[src/rtl/rie_pkg.sv]
package rie_pkg;
  // enable set bit positions
  localparam int EN_W   = 3;
  localparam int EN_UPD = 0;
  localparam int EN_ALM = 1;
  localparam int EN_PER = 2;

  // flag word layout
  localparam int FLAG_W    = 16;
  localparam int FLAG_UPD  = 4;
  localparam int FLAG_ALM  = 5;
  localparam int FLAG_PER  = 6;
  localparam int FLAG_IRQ  = 7;
  localparam int NUM_LSB   = 8;
  localparam int NUM_W     = 8;

  typedef enum logic [1:0] {
    SCH_OFF   = 2'd0,
    SCH_ARMED = 2'd1,
    SCH_CATCH = 2'd2
  } sch_state_e;
endpackage

[src/rtl/rie_rate.sv]
module rie_rate #(
  parameter int CW        = 32,
  parameter int CODE_W    = 4,
  parameter int CNT_LOG2  = 16,
  parameter int BASE_LOG2 = 6,
  parameter int MIN_LOG2  = 1,
  parameter int MAX_LOG2  = 13,
  parameter int LIM_W     = 6
) (
  input  logic              clk,
  input  logic              rst_n,
  input  logic              freq_ld_i,
  input  logic [CODE_W-1:0] freq_log2_i,
  output logic [LIM_W-1:0]  limit_o,
  output logic [CW-1:0]     base_delta_o,
  output logic [CW-1:0]     fast_delta_o,
  output logic              use_fast_o
);
  localparam int SW = $clog2(CNT_LOG2 + 1);
  localparam logic [CW-1:0] BASE_DELTA = CW'(1) << (CNT_LOG2 - BASE_LOG2);

  logic [CODE_W-1:0] code_q, code_d;
  logic [SW-1:0]     fast_sh;

  // clamp the requested code into the supported range
  always_comb begin
    if (freq_log2_i < CODE_W'(MIN_LOG2)) begin
      code_d = CODE_W'(MIN_LOG2);
    end else if (freq_log2_i > CODE_W'(MAX_LOG2)) begin
      code_d = CODE_W'(MAX_LOG2);
    end else begin
      code_d = freq_log2_i;
    end
  end

  always_ff @(posedge clk or negedge rst_n) begin
    if (!rst_n) begin
      code_q <= CODE_W'(BASE_LOG2);
    end else if (freq_ld_i) begin
      code_q <= code_d;
    end
  end

  always_comb begin
    use_fast_o   = (code_q > CODE_W'(BASE_LOG2));
    fast_sh      = SW'(CNT_LOG2) - SW'(code_q);
    fast_delta_o = CW'(1) << fast_sh;
    base_delta_o = BASE_DELTA;
    if (use_fast_o) begin
      limit_o = LIM_W'(1);
    end else begin
      limit_o = LIM_W'(1) << (CODE_W'(BASE_LOG2) - code_q);
    end
  end
endmodule

[src/rtl/rie_sched.sv]
module rie_sched
  import rie_pkg::*;
#(
  parameter int CW     = 32,
  parameter int LOST_W = 8
) (
  input  logic              clk,
  input  logic              rst_n,
  input  logic [CW-1:0]     count_i,
  input  logic              ens_ld_i,
  input  logic [EN_W-1:0]   ens_new_i,
  input  logic              per_cur_i,
  input  logic [CW-1:0]     base_delta_i,
  input  logic [CW-1:0]     fast_delta_i,
  input  logic              use_fast_i,
  output logic [CW-1:0]     cmp_o,
  output logic              chan_on_o,
  output logic              done_o,
  output logic [LOST_W-1:0] lost_o
);
  sch_state_e        st_q, st_d;
  logic [CW-1:0]     cmp_q, cmp_d;
  logic [LOST_W-1:0] lost_q, lost_d;
  logic [CW-1:0]     gap;
  logic              reached, ahead_strict;
  logic [CW-1:0]     delta_cur, delta_new;

  always_comb begin
    gap          = count_i - cmp_q;
    reached      = ~gap[CW-1];
    ahead_strict = reached && (gap != '0);
    delta_cur    = (per_cur_i && use_fast_i) ? fast_delta_i : base_delta_i;
    delta_new    = (ens_new_i[EN_PER] && use_fast_i) ? fast_delta_i : base_delta_i;
  end

  // next-state: tick detect, then one comparator advance per clock
  always_comb begin
    st_d   = st_q;
    cmp_d  = cmp_q;
    lost_d = lost_q;
    done_o = 1'b0;
    unique case (st_q)
      SCH_ARMED: begin
        if (reached) begin
          cmp_d  = cmp_q + delta_cur;
          lost_d = '0;
          st_d   = SCH_CATCH;
        end
      end
      SCH_CATCH: begin
        if (ahead_strict) begin
          cmp_d = cmp_q + delta_cur;
          if (lost_q != '1) begin
            lost_d = lost_q + LOST_W'(1);
          end
        end else begin
          done_o = 1'b1;
          st_d   = SCH_ARMED;
        end
      end
      default: begin
      end
    endcase
    if (ens_ld_i) begin
      if (ens_new_i == '0) begin
        st_d   = SCH_OFF;
        done_o = 1'b0;
      end else if (st_q == SCH_OFF) begin
        cmp_d = count_i + delta_new;
        st_d  = SCH_ARMED;
      end
    end
  end

  always_ff @(posedge clk or negedge rst_n) begin
    if (!rst_n) begin
      st_q   <= SCH_OFF;
      cmp_q  <= '0;
      lost_q <= '0;
    end else begin
      st_q   <= st_d;
      cmp_q  <= cmp_d;
      lost_q <= lost_d;
    end
  end

  assign cmp_o     = cmp_q;
  assign chan_on_o = (st_q != SCH_OFF);
  assign lost_o    = lost_q;
endmodule

[src/rtl/rie_flags.sv]
module rie_flags
  import rie_pkg::*;
#(
  parameter int TW     = 8,
  parameter int LOST_W = 8,
  parameter int LIM_W  = 6
) (
  input  logic              clk,
  input  logic              rst_n,
  input  logic              done_i,
  input  logic [LOST_W-1:0] lost_i,
  input  logic [EN_W-1:0]   ens_i,
  input  logic [TW-1:0]     sec_i,
  input  logic [TW-1:0]     min_i,
  input  logic [TW-1:0]     hrs_i,
  input  logic [TW-1:0]     alm_sec_i,
  input  logic [TW-1:0]     alm_min_i,
  input  logic [TW-1:0]     alm_hrs_i,
  input  logic [LIM_W-1:0]  limit_i,
  input  logic              freq_ld_i,
  output logic [FLAG_W-1:0] flags_o,
  output logic              irq_o,
  output logic [LOST_W-1:0] lost_o
);
  localparam int SUM_W = ((LOST_W > LIM_W) ? LOST_W : LIM_W) + 1;

  logic [TW-1:0]     prev_sec_q;
  logic [LIM_W-1:0]  pie_cnt_q, pie_cnt_d;
  logic [FLAG_W-1:0] flags_q, word;
  logic              irq_q, irq_d;
  logic [LOST_W-1:0] lost_q;
  logic [SUM_W-1:0]  sum;
  logic              hit_upd, hit_alm, hit_per, any_hit;
  logic              prev_en, flags_en;

  always_comb begin
    hit_upd = ens_i[EN_UPD] && (sec_i != prev_sec_q);
    hit_alm = ens_i[EN_ALM] && (sec_i == alm_sec_i) &&
              (min_i == alm_min_i) && (hrs_i == alm_hrs_i);
    sum     = SUM_W'(pie_cnt_q) + SUM_W'(lost_i) + SUM_W'(1);
    hit_per = ens_i[EN_PER] && (sum >= SUM_W'(limit_i));
    any_hit = hit_upd | hit_alm | hit_per;

    prev_en  = done_i && hit_upd;
    flags_en = done_i && any_hit;
    irq_d    = flags_en;

    pie_cnt_d = pie_cnt_q;
    if (freq_ld_i) begin
      pie_cnt_d = '0;
    end else if (done_i && ens_i[EN_PER]) begin
      pie_cnt_d = hit_per ? '0 : LIM_W'(sum);
    end

    word                            = '0;
    word[NUM_LSB +: NUM_W]          = NUM_W'(1);
    word[FLAG_IRQ]                  = 1'b1;
    word[FLAG_PER]                  = hit_per;
    word[FLAG_ALM]                  = hit_alm;
    word[FLAG_UPD]                  = hit_upd;
  end

  always_ff @(posedge clk or negedge rst_n) begin
    if (!rst_n) begin
      prev_sec_q <= '0;
      pie_cnt_q  <= '0;
      flags_q    <= '0;
      irq_q      <= 1'b0;
      lost_q     <= '0;
    end else begin
      pie_cnt_q <= pie_cnt_d;
      irq_q     <= irq_d;
      if (prev_en) begin
        prev_sec_q <= sec_i;
      end
      if (flags_en) begin
        flags_q <= word;
      end
      if (done_i) begin
        lost_q <= lost_i;
      end
    end
  end

  assign flags_o = flags_q;
  assign irq_o   = irq_q;
  assign lost_o  = lost_q;
endmodule

[src/rtl/rtc_irq_emu.sv]
module rtc_irq_emu
  import rie_pkg::*;
#(
  parameter int CW        = 32,
  parameter int TW        = 8,
  parameter int CODE_W    = 4,
  parameter int LOST_W    = 8,
  parameter int CNT_LOG2  = 16,
  parameter int BASE_LOG2 = 6,
  parameter int MIN_LOG2  = 1,
  parameter int MAX_LOG2  = 13
) (
  input  logic              clk,
  input  logic              rst_n,
  input  logic [CW-1:0]     count_i,
  input  logic [TW-1:0]     sec_i,
  input  logic [TW-1:0]     min_i,
  input  logic [TW-1:0]     hrs_i,
  input  logic              alm_ld_i,
  input  logic [TW-1:0]     alm_sec_i,
  input  logic [TW-1:0]     alm_min_i,
  input  logic [TW-1:0]     alm_hrs_i,
  input  logic              ens_ld_i,
  input  logic [EN_W-1:0]   ens_i,
  input  logic              freq_ld_i,
  input  logic [CODE_W-1:0] freq_log2_i,
  output logic [FLAG_W-1:0] flags_o,
  output logic              irq_o,
  output logic [LOST_W-1:0] lost_o,
  output logic [CW-1:0]     cmp_o,
  output logic              chan_on_o
);
  localparam int LIM_W = BASE_LOG2 - MIN_LOG2 + 1;

  // reset: asserted asynchronously, released on the clock
  logic [1:0] rst_sync_q;
  logic       rst_n_s;

  always_ff @(posedge clk or negedge rst_n) begin
    if (!rst_n) begin
      rst_sync_q <= 2'b00;
    end else begin
      rst_sync_q <= {rst_sync_q[0], 1'b1};
    end
  end
  assign rst_n_s = rst_sync_q[1];

  logic [EN_W-1:0] ens_q;
  logic [TW-1:0]   alm_sec_q, alm_min_q, alm_hrs_q;

  always_ff @(posedge clk or negedge rst_n_s) begin
    if (!rst_n_s) begin
      ens_q     <= '0;
      alm_sec_q <= '0;
      alm_min_q <= '0;
      alm_hrs_q <= '0;
    end else begin
      if (ens_ld_i) begin
        ens_q <= ens_i;
      end
      if (alm_ld_i) begin
        alm_sec_q <= alm_sec_i;
        alm_min_q <= alm_min_i;
        alm_hrs_q <= alm_hrs_i;
      end
    end
  end

  logic [LIM_W-1:0]  limit;
  logic [CW-1:0]     base_delta, fast_delta;
  logic              use_fast;
  logic              tick_done;
  logic [LOST_W-1:0] tick_lost;

  rie_rate #(
    .CW(CW), .CODE_W(CODE_W), .CNT_LOG2(CNT_LOG2), .BASE_LOG2(BASE_LOG2),
    .MIN_LOG2(MIN_LOG2), .MAX_LOG2(MAX_LOG2), .LIM_W(LIM_W)
  ) u_rate (
    .clk          (clk),
    .rst_n        (rst_n_s),
    .freq_ld_i    (freq_ld_i),
    .freq_log2_i  (freq_log2_i),
    .limit_o      (limit),
    .base_delta_o (base_delta),
    .fast_delta_o (fast_delta),
    .use_fast_o   (use_fast)
  );

  rie_sched #(.CW(CW), .LOST_W(LOST_W)) u_sched (
    .clk          (clk),
    .rst_n        (rst_n_s),
    .count_i      (count_i),
    .ens_ld_i     (ens_ld_i),
    .ens_new_i    (ens_i),
    .per_cur_i    (ens_q[EN_PER]),
    .base_delta_i (base_delta),
    .fast_delta_i (fast_delta),
    .use_fast_i   (use_fast),
    .cmp_o        (cmp_o),
    .chan_on_o    (chan_on_o),
    .done_o       (tick_done),
    .lost_o       (tick_lost)
  );

  rie_flags #(.TW(TW), .LOST_W(LOST_W), .LIM_W(LIM_W)) u_flags (
    .clk       (clk),
    .rst_n     (rst_n_s),
    .done_i    (tick_done),
    .lost_i    (tick_lost),
    .ens_i     (ens_q),
    .sec_i     (sec_i),
    .min_i     (min_i),
    .hrs_i     (hrs_i),
    .alm_sec_i (alm_sec_q),
    .alm_min_i (alm_min_q),
    .alm_hrs_i (alm_hrs_q),
    .limit_i   (limit),
    .freq_ld_i (freq_ld_i),
    .flags_o   (flags_o),
    .irq_o     (irq_o),
    .lost_o    (lost_o)
  );
endmodule

[config.mk]
export PLATFORM = sky130hd
export DESIGN_NAME = rtc_irq_emu
export DESIGN_NICKNAME = d
export VERILOG_FILES = /design/src/rtl/rie_pkg.sv /design/src/rtl/rie_rate.sv /design/src/rtl/rie_sched.sv /design/src/rtl/rie_flags.sv /design/src/rtl/rtc_irq_emu.sv
export SDC_FILE = /design/constraint.sdc
export NUM_CORES = 1
export LEC_CHECK = 0
export CAP_MARGIN = 20
export CORE_MARGIN = 5
export CORE_UTILIZATION = 55
export DETAILED_ROUTE_END_ITERATION = 16
export GPL_TIMING_DRIVEN = 0
export HOLD_SLACK_MARGIN = 0.03
export PLACE_DENSITY = 0.84
export SKIP_CTS_REPAIR_TIMING = 1
export SKIP_LAST_GASP = 1
export SLEW_MARGIN = 30
export SYNTH_ARGS = -nofsm -noshare
export SYNTH_HDL_FRONTEND = slang
export SYNTH_SLANG_ARGS = --single-unit
export TNS_END_PERCENT = 30
[constraint.sdc]
create_clock -name clk -period 6.95 [get_ports clk]
set_input_delay 0.695 -clock clk [delete_from_list [all_inputs] [get_ports clk]]
set_output_delay 0.695 -clock clk [all_outputs]
set_load 0.01 [all_outputs]
==> results.md, run 1 <==
- Worst-Margin Slew: 0.824 ns
- Post-synth EDFFs: 0
- First-pass GRT wire length: 48600 µm
- Post-Place Setup Slack: 1.27 ns
- Mapped cell area: 0.0103 mm²
- Synthesis-to-layout area growth: 21.6%
- Most frequent cells in the layout: nand2_1 (141), clkdlybuf4s50_1 (136), ha_1 (109)
- Die area: 0.0216 mm²
- GR Overflow Total: 0
- Power, Total: 4.03 mW
- Vias: 10.1k
- Final nets: 1659
- Critical Path Fanout Max: 10
- Placed cell area: 0.0122 mm²
- Clk sink count: 102
- Max Fclk: 186 MHz
- Top_reg_cell synth: dfrtp_1
- Die Y: 147 µm
- H-tree depth: 3
- I/O Pins: 150
- Syn_area_per_cell: 8.23 µm²
- CP required: 7.16 ns
- Mean routed wirelength per cell: 17.7 µm
- Peak supply drop: 235 µV
- Max-cap viol count: 0
- Max Clock Skew: 0.0114 ns
- Synth Register Bits: 102
- Final worst setup slack: 1.59 ns
- Post-DRT Antenna Nets: 0
- Minimum clock period: 5.36 ns
- Fin util: 0.675
- Port bufs: 136
- Via/cell ratio: 5.96
- Final period util: 0.772
- Root Driver: clkbuf_16
- Cells after Synth: 1253
- Sum of negative setup slack: 0 ns
- Status: finished, final reports clean
- Pin count of the biggest net entering global routing: 50
- WL final: 30000 µm
- Finished Layout Cells: 1693
- Post-synthesis cell type count: 82
- CP startpoint: count_i[0]
- Async SR Flop Fraction: 1.00
- Clock transition at the registers of the reported paths: 0.08 ns
- Detailed Routing Iterations Pass 1: 6
- Most common cell after layout, fill and taps aside: nand2_1
- Dpl cells: 1677
- Crit. End Element: flop
- Final instance area: 0.0125 mm²
- Crit path launch type: primary input
- Final hold slack: 0.240 ns
- WP data arrival: 5.57 ns
- Initial detailed-routing violation count: 627
- Post-DP HPWL: 24400 µm
- Core area: 0.0186 mm²
- Post-synthesis sequential area ratio: 0.248
- Relative slew slack: 0.445
- Cell Rows: 50
- Min-Delay Path Class: reg2async
- Pwr dens: 322 mW/mm²
- Yosys warns: 0
- RSZ-0062 raised after global routing: false
- Vias in the first global route: 9749
- Reg-to-reg critical path startpoint: u_sched.cmp_o[0]$_DFF_PN0_
- Clock latency on the worst-skew pair: 0.36 ns
- Gr usage total: 0.273
- Cts bufs inserted: 9
- Die width: 147 µm
- Longest Clk Path Bufs: 2
- Fin. max-slew vios: 0
- Residual DRC: 0
- Initial antenna violation count: 1
- Antenna fix cells: 0
- Pleak: 5.59 nW
- CTS tree: built
- Starting Density: 0.555
- Final Wtd Congestion: 0.947
- Final Hold Fails: 0
- Final Setup Violations: 0
- WS Path Type: in2reg
- Layout cells sized above 1: 0.0706
worst max-delay path: stages:
cell             delay, ns
clkdlybuf4s50_1       0.48
inv_1                 0.05
ha_1                  0.22
fa_1                  0.43
nor2b_1               0.17
o2111ai_1             0.17
a31o_2                0.32
a211o_1               0.36
a2111oi_0             0.52
o21ai_0               0.22
a2111oi_2             0.53
a41oi_1               0.33
nand2_1               0.22
clkbuf_1              0.51
o22ai_1               0.15
o21bai_1              0.18
where the power goes:
group	leakage [nW]	total, mW	internal [mW]	switching, mW
Combinational	4.13	2.59	1.08	1.51
Clock	0.161	0.553	0.301	0.253
Sequential	1.30	0.892	0.736	0.156
Total	5.59	4.03	2.12	1.91
path summary, 6_finish.rpt:
kind,end,slack (ns),cells past startpoint
hold / removal,u_sched.cmp_o[29]$_DFF_PN0_,0.24,0
setup / recovery,u_sched.cmp_o[1]$_DFF_PN0_,1.59,16
setup reg to reg,u_sched.cmp_o[1]$_DFF_PN0_,2.02,14
hold reg to reg,u_sched.cmp_o[29]$_DFF_PN0_,0.24,0
min in group clk,rst_sync_q[1]$_DFF_PN0_,0.36,0
max in group asynchronous,u_rate.code_q[2]$_DFFE_PN1P_,5.83,2
layout make-up:
class                      instances  area, µm²
buffer                            50        253
clock buffer                      10        239
clock inverter                     6       83.8
fill                            1566       6040
inverter                          74        278
multi-input combinational       1079       7430
sequential                       102       2560
tap                              234        293
timing repair buffer             138       1410
synthesized netlist by cell type, types with 7 or more instances:
library cell | instances | area share
a211oi_1 | 15 | 0.011
a21o_1 | 36 | 0.026
a21oi_1 | 90 | 0.044
a22oi_1 | 7 | 0.0051
a31oi_1 | 14 | 0.0085
and3_1 | 14 | 0.0085
buf_2 | 7 | 0.0034
buf_4 | 13 | 0.0095
clkbuf_1 | 29 | 0.011
dfrtp_1 | 100 | 0.24
ha_1 | 109 | 0.13
inv_1 | 74 | 0.027
mux2_2 | 29 | 0.032
mux2_4 | 8 | 0.012
nand2_1 | 141 | 0.051
nand2b_1 | 20 | 0.012
nand3_1 | 31 | 0.015
nand4_1 | 11 | 0.0067
nor2_1 | 74 | 0.027
nor2b_1 | 10 | 0.0061
nor3_1 | 29 | 0.014
o211ai_1 | 8 | 0.0058
o21a_1 | 14 | 0.010
o21ai_0 | 93 | 0.045
o21bai_1 | 14 | 0.010
o221ai_1 | 12 | 0.010
o31ai_1 | 10 | 0.0073
or2_2 | 8 | 0.0049
or3_1 | 11 | 0.0067
xnor2_1 | 58 | 0.049
xor2_1 | 44 | 0.037
flip-flops by register name (all words and copies together), names as in the netlist, 6 cells and up:
register / cells
alm_hrs_q: 8
u_flags.lost_o: 8
alm_sec_q: 8
u_flags.pie_cnt_q: 6
u_flags.prev_sec_q: 8
u_sched.cmp_o: 32
alm_min_q: 8
u_sched.lost_o: 8
kinds of logic (layout without fill, tap and decap cells):
family	Yosys count	after routing	share of synthesized area
AO/OA/AOI/OAI	382	382	0.243
flip-flops	102	102	0.248
multiplexers	39	39	0.0452
XOR/XNOR	102	102	0.0866
adder cells (fa/ha/maj)	113	113	0.140
other	2	54	0.000728
AND/OR/NAND/NOR	389	389	0.186
buffers and inverters	124	278	0.0514
per-layer routing:
layer	vias to the layer above	track usage	part of all wire	wire, µm
met1	4752	0.364	0.43	13000
met5	-	0	0	0
met4	0	0.0848	0.032	946
li1	4907	-	-	-
met2	366	0.454	0.47	13900
met3	58	0.0484	0.069	2050
(Power assumes the default switching activity.)
==> run 2, diff against run 1 <==
==> constraint.sdc (replaced) <==
create_clock -name clk -period 5.6 [get_ports clk]
set_input_delay 0.56 -clock clk [delete_from_list [all_inputs] [get_ports clk]]
set_output_delay 0.56 -clock clk [all_outputs]
set_load 0.01 [all_outputs]
==> results of run 2 <==
The final DEF is identical to that of run 1. Status: finished, final reports clean.
Main changes from that run: setup slack after placement 1.27 ns -> 0.0565 ns; setup slack after layout 1.59 ns -> 0.372 ns; register-to-register setup slack 2.02 ns -> 0.67 ns; total power 4.03 mW -> 5.01 mW; worst IR drop on VDD 235 µV -> 292 µV
